===== config.mk =====
export PLATFORM = sky130hd
export DESIGN_NAME = mux_bus_master
export DESIGN_NICKNAME = d
export VERILOG_FILES = /design/src/rtl/mbm_pkg.sv /design/src/rtl/mbm_parity.sv /design/src/rtl/mbm_seq.sv /design/src/rtl/mbm_perr.sv /design/src/rtl/mux_bus_master.sv
export SDC_FILE = /design/constraint.sdc
export NUM_CORES = 1
export LEC_CHECK = 0
export ABC_CLOCK_PERIOD_IN_PS = 3940
export CAP_MARGIN = 10
export CORE_MARGIN = 3
export CORE_UTILIZATION = 41
export DETAILED_ROUTE_END_ITERATION = 10
export PLACE_DENSITY = 0.82
export SYNTH_ARGS = -nofsm -noshare
export SYNTH_HDL_FRONTEND = slang
export SYNTH_SLANG_ARGS = --single-unit

===== constraint.sdc =====
create_clock -name clk -period 3.94 [get_ports clk]
set_input_delay 0.788 -clock clk [delete_from_list [all_inputs] [get_ports clk]]
set_output_delay 0.788 -clock clk [all_outputs]
set_load 0.01 [all_outputs]

===== src/rtl/mbm_pkg.sv =====
package mbm_pkg;

    localparam int BEAT_W = 4;

    typedef enum logic [1:0] {
        ST_IDLE = 2'd0,
        ST_ADDR = 2'd1,
        ST_DATA = 2'd2
    } st_e;

    typedef struct packed {
        logic byte_mode;
        logic odd;
        logic en;
    } pmode_t;

    localparam logic [2:0] SZ_RSVD  = 3'b110;
    localparam logic [2:0] SZ_ALIGN = 3'b111;

    // Index of the last data beat for a size code.
    function automatic logic [BEAT_W-1:0] last_beat_of(input logic [2:0] code);
        logic [BEAT_W-1:0] r;
        case (code)
            3'b001:  r = BEAT_W'(1);
            3'b010:  r = BEAT_W'(3);
            3'b011:  r = BEAT_W'(7);
            3'b100:  r = BEAT_W'(15);
            3'b101:  r = BEAT_W'(11);
            default: r = '0;
        endcase
        return r;
    endfunction

endpackage


===== src/rtl/mbm_parity.sv =====
module mbm_parity #(
    parameter int DW    = 32,
    localparam int LANES = DW / 8
) (
    input  logic [DW-1:0]    data,
    input  logic             odd,
    output logic [LANES-1:0] lane_par,
    output logic             word_par
);
    for (genvar g = 0; g < LANES; g++) begin : g_lane
        assign lane_par[g] = (^data[8*g +: 8]) ^ odd;
    end
    assign word_par = (^data) ^ odd;
endmodule


===== src/rtl/mbm_seq.sv =====
module mbm_seq
    import mbm_pkg::*;
#(
    parameter int DW = 32
) (
    input  logic              clk,
    input  logic              rst_n,
    input  logic              cfg_we,
    input  logic [2:0]        cfg_mode,
    input  logic              req_valid,
    input  logic              req_write,
    input  logic [2:0]        req_size,
    input  logic [DW-1:0]     req_addr,
    output st_e               st,
    output logic [DW-1:0]     addr,
    output logic              wr,
    output logic [2:0]        code,
    output logic [BEAT_W-1:0] beat,
    output pmode_t            mode
);
    typedef struct packed {
        st_e               st;
        logic [DW-1:0]     addr;
        logic              wr;
        logic [2:0]        code;
        logic [BEAT_W-1:0] last;
        logic [BEAT_W-1:0] beat;
        pmode_t            mode;
    } seq_t;

    seq_t s_d, s_q;

    always_comb begin
        s_d = s_q;
        case (s_q.st)
            ST_IDLE: begin
                if (cfg_we) begin
                    s_d.mode = pmode_t'(cfg_mode);
                end
                if (req_valid && (req_size != SZ_RSVD)) begin
                    s_d.st   = ST_ADDR;
                    s_d.addr = req_addr;
                    s_d.wr   = req_write && (req_size != SZ_ALIGN);
                    s_d.code = req_size;
                    s_d.last = last_beat_of(req_size);
                    s_d.beat = '0;
                end
            end
            ST_ADDR: begin
                s_d.st = ST_DATA;
            end
            ST_DATA: begin
                if (s_q.beat == s_q.last) begin
                    s_d.st   = ST_IDLE;
                    s_d.code = '0;
                    s_d.beat = '0;
                end else begin
                    s_d.beat = s_q.beat + BEAT_W'(1);
                end
            end
            default: s_d.st = ST_IDLE;
        endcase
    end

    always_ff @(posedge clk or negedge rst_n) begin
        if (!rst_n) begin
            s_q <= '{st: ST_IDLE, addr: '0, wr: 1'b0, code: '0,
                     last: '0, beat: '0, mode: '0};
        end else begin
            s_q <= s_d;
        end
    end

    assign st   = s_q.st;
    assign addr = s_q.addr;
    assign wr   = s_q.wr;
    assign code = s_q.code;
    assign beat = s_q.beat;
    assign mode = s_q.mode;
endmodule


===== src/rtl/mbm_perr.sv =====
module mbm_perr
    import mbm_pkg::*;
(
    input  logic              clk,
    input  logic              rst_n,
    input  logic              chk_valid,
    input  logic              mismatch,
    input  logic [BEAT_W-1:0] beat,
    output logic              pulse,
    output logic [BEAT_W-1:0] pulse_beat
);
    typedef struct packed {
        logic              hit;
        logic [BEAT_W-1:0] idx;
    } perr_t;

    perr_t e_d, e_q;

    always_comb begin
        e_d     = e_q;
        e_d.hit = chk_valid && mismatch;
        if (chk_valid && mismatch) begin
            e_d.idx = beat;
        end
    end

    always_ff @(posedge clk or negedge rst_n) begin
        if (!rst_n) begin
            e_q <= '0;
        end else begin
            e_q <= e_d;
        end
    end

    assign pulse      = e_q.hit;
    assign pulse_beat = e_q.idx;
endmodule


===== src/rtl/mux_bus_master.sv =====
module mux_bus_master
    import mbm_pkg::*;
#(
    parameter int DW = 32,
    localparam int LANES = DW / 8
) (
    input  logic              clk,
    input  logic              rst_n,
    input  logic              cfg_we,
    input  logic [2:0]        cfg_mode,
    input  logic              req_valid,
    input  logic              req_write,
    input  logic [2:0]        req_size,
    input  logic [DW-1:0]     req_addr,
    output logic              busy,
    input  logic [DW-1:0]     wr_data,
    output logic              wr_take,
    output logic [DW-1:0]     rd_data,
    output logic              rd_valid,
    output logic [BEAT_W-1:0] beat_idx,
    output logic              perr_pulse,
    output logic [BEAT_W-1:0] perr_beat,
    input  logic              oe_n,
    output logic [DW-1:0]     ad_o,
    input  logic [DW-1:0]     ad_i,
    output logic              ad_oe,
    output logic [LANES-1:0]  par_o,
    input  logic [LANES-1:0]  par_i,
    output logic [LANES-1:0]  par_oe,
    output logic [2:0]        size_o
);
    st_e               st;
    logic [DW-1:0]     addr_q;
    logic              wr_q;
    logic [BEAT_W-1:0] beat_q;
    pmode_t            mode_q;

    mbm_seq #(.DW(DW)) u_seq (
        .clk       (clk),
        .rst_n     (rst_n),
        .cfg_we    (cfg_we),
        .cfg_mode  (cfg_mode),
        .req_valid (req_valid),
        .req_write (req_write),
        .req_size  (req_size),
        .req_addr  (req_addr),
        .st        (st),
        .addr      (addr_q),
        .wr        (wr_q),
        .code      (size_o),
        .beat      (beat_q),
        .mode      (mode_q)
    );

    logic in_addr, in_data, drive_out;
    assign in_addr   = (st == ST_ADDR);
    assign in_data   = (st == ST_DATA);
    assign drive_out = in_addr || (in_data && wr_q);

    assign busy     = (st != ST_IDLE);
    assign wr_take  = in_data && wr_q;
    assign rd_valid = in_data && !wr_q;
    assign rd_data  = ad_i;
    assign beat_idx = beat_q;

    always_comb begin
        if (in_addr)      ad_o = addr_q;
        else if (wr_take) ad_o = wr_data;
        else              ad_o = '0;
    end
    assign ad_oe = drive_out && !oe_n;

    // outgoing parity
    logic [LANES-1:0] gen_lane;
    logic             gen_word;
    mbm_parity #(.DW(DW)) u_gen (
        .data     (ad_o),
        .odd      (mode_q.odd),
        .lane_par (gen_lane),
        .word_par (gen_word)
    );

    localparam logic [LANES-1:0] TOP_ONLY = {1'b1, {(LANES-1){1'b0}}};

    always_comb begin
        if (mode_q.byte_mode) par_o = gen_lane;
        else                  par_o = {gen_word, {(LANES-1){1'b0}}};
        if (mode_q.en && drive_out && !oe_n)
            par_oe = mode_q.byte_mode ? {LANES{1'b1}} : TOP_ONLY;
        else
            par_oe = '0;
    end

    // incoming parity check
    logic [LANES-1:0] chk_lane;
    logic             chk_word;
    logic             mismatch;
    mbm_parity #(.DW(DW)) u_chk_par (
        .data     (ad_i),
        .odd      (mode_q.odd),
        .lane_par (chk_lane),
        .word_par (chk_word)
    );
    assign mismatch = mode_q.byte_mode ? (|(chk_lane ^ par_i))
                                       : (chk_word ^ par_i[LANES-1]);

    mbm_perr u_perr (
        .clk        (clk),
        .rst_n      (rst_n),
        .chk_valid  (rd_valid && mode_q.en),
        .mismatch   (mismatch),
        .beat       (beat_q),
        .pulse      (perr_pulse),
        .pulse_beat (perr_beat)
    );
endmodule


; Yosys cells after proc, flatten, opt, wreduce, memory -nomap -nowiden
; Index checks and enable logic that the tools add are counted.
[op_classes]
add_sub_neg = 1
eq_ne = 12
mux = 14
bitwise_logic = 12
reduce_logical = 31
[ops]
columns = cell, count
row1 = $mux W32, 2
row2 = $reduce_xor A32 Y1, 2
row3 = $reduce_xor A8 Y1, 8
row4 = $mux W46, 1
row5 = $pmux W4 S5, 1
row6 = $mux W4, 3
row7 = $xor A1 B1 Y1, 11
row8 = $logic_and A1 B1 Y1, 9
row9 = $pmux W4 S2, 1
row10 = $reduce_and A2 Y1, 4
row11 = $eq A3 B2 Y1 const B, 2
row12 = $eq A3 B3 Y1 const B, 2
row13 = $mux W3, 2
row14 = $ne A3 B3 Y1 const B, 2
row15 = $pmux W2 S3, 1
row16 = $pmux W3 S2, 1
row17 = $add A4 B1 Y4 const B, 1
row18 = $eq A4 B4 Y1, 1
row19 = $ne A2 B1 Y1 const B, 2
row20 = $reduce_bool A2 Y1, 2
row21 = $reduce_or A4 Y1, 1
row22 = $xor A4 B4 Y4, 1
row23 = $eq A3 B1 Y1 const B, 1
row24 = $reduce_and A3 Y1, 1
row25 = 7 further kinds, 8
[word_totals]
regBits = 54
in_bits = 112
word_cells = 81

; Longest topological paths before layout
; Gate-level depths: netlist of run 1.
[logic_depth]
ltp_word = 7
ltp_mapped = 13

; Hierarchy
; Synthesis of run 1 repeated with hierarchy kept, for this count alone.
[unflattened]
hier_cells = 426
hier_area_um2 = 3948.8
[by_module_without_submodules]
columns = mod, instances, cells_each, area_each_um2, seq_area_each_um2
row1 = mbm_seq, 1, 254, 2334.7, 1226.2
row2 = mux_bus_master, 1, 93, 745.7, 0.0
row3 = mbm_parity, 2, 34, 336.6, 0.0
row4 = mbm_perr, 1, 11, 195.2, 125.1

; Worst setup path before layout of run 1
; Ideal clock, no wire load.
[synth_path]
path_kind = register to output
startpoint = register u_seq.s_q, in the netlist u_seq.st[1]
endpoint = output par_o[3]
arrival_time_ps = 2405
path_slack_ps = 747
stages_incl_launch_ff = 12
path_cell_list = dfrtp_1 -> nor2b_2 -> nand2_4 -> inv_4 -> buf_6 -> a22o_1 -> xor2_1 -> xnor2_1 -> xnor3_2 -> xnor2_2 -> mux2i_1 -> xnor2_1
[synth_via]
elab_chain_len = 7
elab_cells_between_ends = 10
classes_between = eq/ne (2) / mux (3) / bitwise (2) / reduce/logical (3)
[synth_lines]
columns = item, line_no
row1 = from (decl), mbm_seq.sv:31  ; seq_t s_d, s_q;
row2 = from (signal assigned), mbm_seq.sv:67  ; s_q <= '{st: ST_IDLE, addr: '0, wr: 1'b0, code: '0,
row3 = $eq A2 B2 Y1, mux_bus_master.sv:57  ; assign in_data = (st == ST_DATA);
row4 = $logic_and A1 B1 Y1, mux_bus_master.sv:61  ; assign wr_take = in_data && wr_q;
row5 = $mux W32, mux_bus_master.sv:68  ; else if (wr_take) ad_o = wr_data;
row6 = $mux W32 *, mux_bus_master.sv:67  ; if (in_addr) ad_o = addr_q;
row7 = via ad_o[18], mux_bus_master.sv:24  ; output logic [DW-1:0] ad_o,
row8 = $reduce_xor A32 Y1 *, mbm_parity.sv:13  ; assign word_par = (^data) ^ odd;
row9 = $xor A1 B1 Y1 *, mbm_parity.sv:13
row10 = $mux W4 *, mux_bus_master.sv:86  ; if (mode_q.byte_mode) par_o = gen_lane;
row11 = to (decl), mux_bus_master.sv:27  ; output logic [LANES-1:0] par_o,
; Mark *: on every way through the listed nets, which the timed path passes. The rest lies on a longest branch.

; Final worst setup path of run 1
[layout_path]
startpoint = input wr_data[0]
endpoint = output par_o[3]
[layout_via]
elab_chain_len = 5
[layout_lines]
columns = item, line_no
row1 = from (decl), mux_bus_master.sv:16  ; input logic [DW-1:0] wr_data,
row2 = $mux W32, mux_bus_master.sv:68
row3 = $mux W32, mux_bus_master.sv:67
row4 = $reduce_xor A32 Y1, mbm_parity.sv:13
row5 = $xor A1 B1 Y1, mbm_parity.sv:13
row6 = $mux W4, mux_bus_master.sv:86
; Every way passes these cells.

==> metrics list, run 1 <==
- STA classifies the critical path startpoint as an input port.
- Setup violations remaining at the end of the flow were counted as 0.
- Most area-consuming cells after synthesis: dfrtp_1 (34%), nand2_1 (14%), xnor2_1 (11%), buf_4 (7.9%), a22o_1 (3.5%)
- Highest metal layer used by the detailed router: met5
- The total count of hold-check failures in the final report was 0.
* Max Fanout on Critical Path: 2
* Synthesized netlist net count: 596
- Number of max-slew violations in the final report: 0
* I/O pin total: 200
- The initial antenna violation count came to 1.
- Sequential elements use 33.81% of the synthesized area.
- No sink is reached through more buffers than the 2 on the longest clock path.
- Overall fraction of global-route tracks in use: 21.83%
- The tree is rooted in a clkbuf_8.
* Mean instance size in the synthesized netlist: 8.291 um^2
* Initial standard-cell utilization of the core: 42.64%
* Synth Flop Type: dfrtp_1
* Post-synth EDFFs: 0
- After synthesis the cells add up to 0.003996 mm^2.
- Post-Place Cells: 774
* Count of different cell masters after synthesis: 42
- Overall power consumption after layout is estimated at 3.924 mW.
* Most frequent cell after synthesis: nand2_1
- Across the VDD grid, the largest voltage drop is 0.4488 mV.
- The die covers 0.01097 mm^2.
- The run finished with clean final reports.
* Layout Skew: 0.005218 ns
- Of the cells placed in the final design, the portion with a size suffix greater than 1 is 9.313%.
- In this run the biggest area consumer among cell types represents 33.81% of the synthesized area.
- WL met3: 923 um
* Highest clock frequency the design can meet: 258.2 MHz
- Summed over all instances, the cell type with the most area after synthesis is dfrtp_1.
* Post-CTS Hold Fix Bufs: 0
- Routability cong.: 0.9341
- After clock tree synthesis, the clock-pin slew on the worst setup and hold paths is 0.10 ns.
- The detailed router finished its first iteration with 173 violations.
- Synth Area in XOR/XNOR: 15.97%
* Final wirelength: 12,620 um
- Clock sink count: 54
- The min-delay analysis places its worst path in the category reg2reg.
* Antenna Cells: 0
- Vias in the first global route: 3,958
- TritonCTS clock tree: done
- CTS H-tree depth: 2
* Actual transition at the worst max-transition pin: 0.7023 ns
- Multiplexer area fraction after synthesis: 2.223%
- Post-synthesis register bit count: 54
- Die W: 104.7 um
- Proportion of synthesized flip-flops having asynchronous set or reset: 100.0%
* Worst slew margin relative to its limit: 53.18%
* CTS Buf Count: 5
- Final layout net count: 768
- Of the total synthesized cell area, the portion taken by full adders, half adders and majority gates is 0.6262%.
- Setup Crit Path Kind: in2out
- Wire length of the first global-routing pass: 19,710 um
- Max capacitance violation total: 0
* Routed wirelength normalized by instance count: 16.10 um
- In the routed layout, each cell is associated on average with a via count of 5.084.
- The area growth from synthesis to layout is 51.94%.
- Input and output buffers added on the ports amount to 199.
* Leakage: 2.702 nW
* Number of standard cells in the final layout excluding fillers: 784
* Overall die height: 104.7 um
* Arrival time worst endpoint: 3.09 ns
- STA classifies the critical path endpoint as a primary output.
* Critical Path RT: 3.15 ns
- The floorplan step defined a core boundary enclosing 0.009371 mm^2.
- Length of the first detailed-routing pass in iterations: 5
- Via Count: 3,986
- Synthesized-area fraction occupied by ao, oa, aoi and oai cells: 14.65%
- Pin count of the biggest net entering global routing: 55
- Clock period minus worst slack: 3.874 ns
- After Yosys synthesis, and, or, nand and nor cells account for 21.92% of the synthesized area.
- Number of placement rows: 35
- In this run the power density over the cells is 646.2 mW/mm^2.
- Wire length on met1: 5170 um
- Largest family of logic cells by synthesized area: simple AND/OR/NAND/NOR gates
* Remaining routing DRC violations: 0
* Most used standard cells in the synthesized netlist: nand2_1 (153), dfrtp_1 (54), xnor2_1 (48)
* Number of instances in the synthesized netlist: 482
* Clock latency reported for the late side of the worst-skew pair: 0.31 ns
* Remaining number of nets flagged by the antenna check after routing: 0
- Global routing finished with a remaining overflow of 0.
* Dpl hpwl: 9906 um
* Warnings from Yosys: 0
- Final Cycle Share: 98.32%
- Met2 wire len: 6494 um
[through the flow]
stage	area (um^2)	TNS [ns]	utilization [%]	hold slack (ns)	setup slack [ns]
after floorplan	3996	0	-	0.4466	0.7470
after global placement	5937	-0.3291	63.35	0.4589	-0.2237
after detailed placement	5937	-0.4046	63.35	0.4650	-0.2242
after CTS	6065	0	64.71	0.4890	0.07224
after global routing	6072	-0.01517	64.79	0.5266	-0.01517
final	6072	0	64.79	0.4859	0.06634
[sequential cells by signal, indices dropped and copies added (netlist names)]
register           flops
u_seq.beat             4
u_seq.s_q              4
u_perr.pulse           1
u_seq.wr               1
u_seq.mode             3
u_seq.code             3
u_perr.pulse_beat      4
u_seq.st               2
u_seq.addr            32
[area by class of cell]
type	instances	area, um^2
Clock inverter	2	12.51
Fill cell	804	3299
Multi-Input combinational cell	361	2237
Clock buffer	6	82.58
Inverter	7	33.78
Sequential cell	54	1351
Tap cell	129	161.4
Timing Repair Buffer	225	2193
[path summary, 6_finish.rpt]
kind,to,slack [ns],from,depth (start not counted)
hold reg to reg,u_seq.addr[15],0.49,u_seq.addr[15],2
setup reg to reg,u_perr.pulse_beat[2],1.46,u_seq.mode[1],6
min in group asynchronous,u_seq.code[2],0.59,rst_n,2
max in group asynchronous,u_seq.addr[10],2.87,rst_n,2
hold / removal,u_seq.addr[15],0.49,u_seq.addr[15],2
setup / recovery,par_o[3],0.07,wr_data[0],9
[critical path, cell delays in order]
cell and delay [ns]:
clkdlybuf4s50_1 0.44, a22o_4 0.28, xor2_2 0.19, xnor2_2 0.16, xnor3_2 0.49, xnor2_2 0.18
mux2i_1 0.27, xnor2_1 0.14, clkbuf_2 0.15
[logic make-up after synthesis]
| kind of cell | Yosys count |
|---|---|
| and+or+nand+nor | 201 |
| xor gates and xnor gates | 66 |
| AOI/OAI and AO/OA | 84 |
| buffers and inverters | 67 |
| DFF | 54 |
| muxes | 8 |
| adders and majority gates | 2 |
[power breakdown]
group / leakage, nW / internal [mW] / switching, mW
sequential: 0.680 / 0.805 / 0.260
combinational: 1.97 / 1.38 / 1.15
clock: 0.0472 / 0.142 / 0.181
total: 2.70 / 2.33 / 1.60
[cell usage in the layout, fill, tap and decap left out, drive strengths merged, types with 4 or more instances in the layout]
master	count
o21ai	17
nand4b	4
and2	4
a22o	21
nand2	154
nand3b	4
inv	6
mux2	7
xnor2	51
clkbuf	7
nor2b	19
o22ai	6
buf	27
nor2	7
xor2	13
dfrtp	54
clkdlybuf4s50	194
a21oi	18
a22oi	18
[repair_timing]
item	4_1_cts	5_1_grt
setup endpoints to repair	3	2
setup buffers	2	0
gates resized for setup	8	4
pin swaps	4	1
[layer usage]
metal  global-route usage [%]  vias up
met5                        0        -
met4                    2.718        2
met3                    5.003        5
met2                    39.09      178
met1                    27.52     1896
li1                         -     1905
Note: power is estimated with default switching activity, not from simulation.
==> run 2, diff against run 1 <==
ABC_AREA = 1   (was unset)
CORE_UTILIZATION = 43   (was 41)
PLACE_DENSITY = 0.83   (was 0.82)
==> metrics list, run 2 <==
- After global routing the overflow that remains totals 0.
- Ranked by total cell area, the synthesized netlist is headed by dfrtp_1 (31%), nand2_1 (31%), buf_4 (7.5%), xnor2_1 (6.2%), inv_1 (5.0%).
- Synthesized netlist net count: 821
* TritonCTS clock tree: done
* Die W: 107.0 um
- Layout Skew: 0.009598 ns
* Leakage: 3.173 nW
* Number of placement rows: 36
- Clock latency reported for the late side of the worst-skew pair: 0.31 ns
* Most common library cell in the layout ignoring fill and taps: nand2_1
* I/O pin total: 200
- Tightest Hold Check Type: reg2reg
- Detailed Route Iter0 Violations: 248
* Routed wirelength normalized by instance count: 13.04 um
- Length of the first detailed-routing pass in iterations: 5
- Count of port buffers added during placement: 199
* Synth Flop Type: dfrtp_1
* Post-synth EDFFs: 0
- Routability cong.: 0.9091
- Setup Crit Path Kind: in2out
* Actual transition at the worst max-transition pin: 0.6803 ns
- The number of antenna diodes in the final layout is 0.
- For this run, design rule violations remaining after detail routing come to 0.
- Summed over its instances, the top area cell type makes up 30.80% of the synthesized netlist area.
- Cell at the root of the clock tree: clkbuf_8
- Most used standard cells in the synthesized netlist: nand2_1 (357), inv_1 (58), dfrtp_1 (54)
- From synthesis to final layout, the design area changed by 44.92%.
* Warnings from Yosys: 0
- Number of instances in the synthesized netlist: 707
- Final wirelength: 12,960 um
- Setup repair after global routing left no endpoint under its margin.
- Summing the sequential cell areas from Yosys gives 30.80% of the chip area.
- Critical Path RT: 3.15 ns
- For this design the ratio of total power to cell area is 641.8 mW/mm^2.
* Number of cells traversed by the worst hold path: 2
- Highest clock frequency the design can meet: 277.5 MHz
* Antenna violations before repair: 0
- Across all layers, the routed design uses 4,712 vias.
- The total count of hold-check failures in the final report came to 0.
- Summing all multi-input logic gate instances after layout gives 0.002429 mm^2.
- Along the worst path, the maximum fanout reaches 5.
- Clock period minus worst slack: 3.603 ns
* Wire length of the first global-routing pass: 20,470 um
* Fraction of layout cells with a size suffix above 1: 3.949%
- Endpoint kind of the worst setup timing path: primary output
- After synthesis the netlist holds a flip-flop and latch count of 54.
- Post-CTS Hold Fix Bufs: 0
- Of all flip-flops after synthesis, the portion carrying an async set or reset was 100.0%.
- Clock tree synthesis inserted a total of 5 buffers.
- Counting distinct cell types in the post-synthesis netlist gives 23.
- Largest register FFs: 32
- Final layout net count: 974
* Total of fill cells in the finished design: 908
- The die is 107.0 um tall.
- Average vias per placed instance: 4.740
- Die Footprint: 0.01145 mm^2
- The detail route stage leaves a number of antenna-violating nets equal to 0.
- In the final layout, flip-flops and latches occupy 0.001351 mm^2.
- The worst pin sits at a relative slew slack of 54.65%.
- Most frequent cell after synthesis: nand2_1
* Floorplan core area: 0.009864 mm^2
- Number of max-slew violations in the final report: 0
* Setup violation total in the final timing report: 0
* Arrival time worst endpoint: 2.82 ns
- The longest clock path from root to sink contains 2 buffers.
- In the final timing run, aggregate negative setup slack is 0 ns.
- Clock sink count: 54
- Number of cells traversed by the worst register-to-register path: 10
- Final Cycle Share: 91.45%
- Of all cell types, the one taking the most synthesized area is dfrtp_1.
- The flow ran to the end, and the final reports show no timing, DRC or antenna violations.
* Worst-case hold slack: 0.4813 ns
* Clock-pin slew on the worst setup and hold paths: 0.10 ns
* Mean instance size in the synthesized netlist: 6.205 um^2
- The H-tree generated during clock tree synthesis spans 2 levels.
- Leading cell types in the layout, fill and taps excluded: nand2_1 (354), clkdlybuf4s50_1 (197), inv_1 (58)
- Overall fraction of global-route tracks in use: 22.17%
- Pin count of the biggest net entering global routing: 41
* Initial standard-cell utilization of the core: 44.47%
* Peak VDD IR: 0.3401 mV
* Dpl hpwl: 10,490 um
* Vias in the first global route: 4,272
- Max capacitance violation total: 0
- CP Launch Type: input port
- Total standard cell area after synthesis: 0.004387 mm^2
- Flop-to-flop setup slack: 2.11 ns
-- run 2: changes by cell type in the layout (fill, tap and decap cells not counted), moves of 8 or more --
cell / change
nand2_1: +201
nand3_1: +29
nor2b_1: -17
nor2_1: +26
nand2_2: +10
xnor2_1: -16
inv_1: +53
a21oi_1: -8
a22o_1: -15
nand4_1: +24
a22oi_1: -18
buf_4: -19
-- run 2: area by class of cell --
cell class / count / area share (%)
multi-input combinational: 532 / 38.20
timing repair buffer: 207 / 32.55
sequential: 54 / 21.26
inverter: 60 / 3.543
tap: 133 / 2.618
clock buffer: 5 / 1.082
clock inverter: 3 / 0.7479
-- run 2: final timing paths --
path | startpoint | to
worst max-delay path | wr_data[9] | par_o[1]
worst min-delay path | u_seq.addr[22] | u_seq.addr[22]
worst max register to register | u_seq.mode[1] | u_perr.pulse_beat[2]
worst min register to register | u_seq.addr[22] | u_seq.addr[22]
max in group asynchronous | rst_n | u_seq.code[0]
min in group asynchronous | rst_n | u_seq.mode[1]
-- run 2: kinds of logic (layout without fill, tap and decap cells) --
family	after synthesis	in the layout	share of synthesized area (%)
AND/OR/NAND/NOR	462	462	42.70
XOR/XNOR	43	43	8.585
adder cells (fa/ha/maj)	2	2	0.5704
buffers and inverters	121	275	14.35
flip-flops	54	54	30.80
AO/OA/AOI/OAI	25	25	2.995
-- run 2: power breakdown --
part	internal, mW	leakage, nW	switching, mW
combinational	1.15	2.44	1.55
sequential	0.805	0.673	0.195
clock	0.193	0.0587	0.196
total	2.14	3.17	1.94
-- run 2: stage by stage --
| stage | total power, mW | setup slack [ns] | instance area, um^2 | utilization [%] | std cells |
|---|---|---|---|---|---|
| 2_1_floorplan | 2.706 | 1.191 | 4387 | - | 707 |
| 6_report | 4.080 | 0.3370 | 6357 | 64.45 | 994 |
| 3_5_place_dp | 3.675 | 0.08928 | 6203 | 62.89 | 985 |
| 5_1_grt | 4.502 | 0.09563 | 6357 | 64.45 | 994 |
| 3_3_place_gp | 3.619 | 0.1175 | 6203 | 62.89 | 985 |
| 4_1_cts | 4.081 | 0.03000 | 6320 | 64.07 | 993 |
-- run 2: per-layer routing --
layer	vias to the layer above	global-route usage [%]	routed length [um]	share of wire [%]
li1	2447	-	-	-
met1	2070	27.68	5396	42
met2	180	38.98	6342	49
met3	15	4.455	995	7.7
met4	0	5.845	223	1.7
met5	-	0	0	0
-- run 2: what timing repair did --
action                                  CTS  global route
gates resized for setup                   0             9
endpoints found under the setup margin    0             2
buffers inserted                          0             1
-- run 2: worst max-delay path: stages --
cell and delay, ns:
clkdlybuf4s50_1 0.45, nand4_1 0.09, nand2_1 0.18, inv_1 0.08
nand2_1 0.06, nand2_1 0.06, inv_1 0.05, nand2_1 0.04
nand2_1 0.07, nand2_1 0.05, nand2_1 0.12, o21ai_0 0.09
a21oi_1 0.13, clkdlybuf4s50_1 0.55
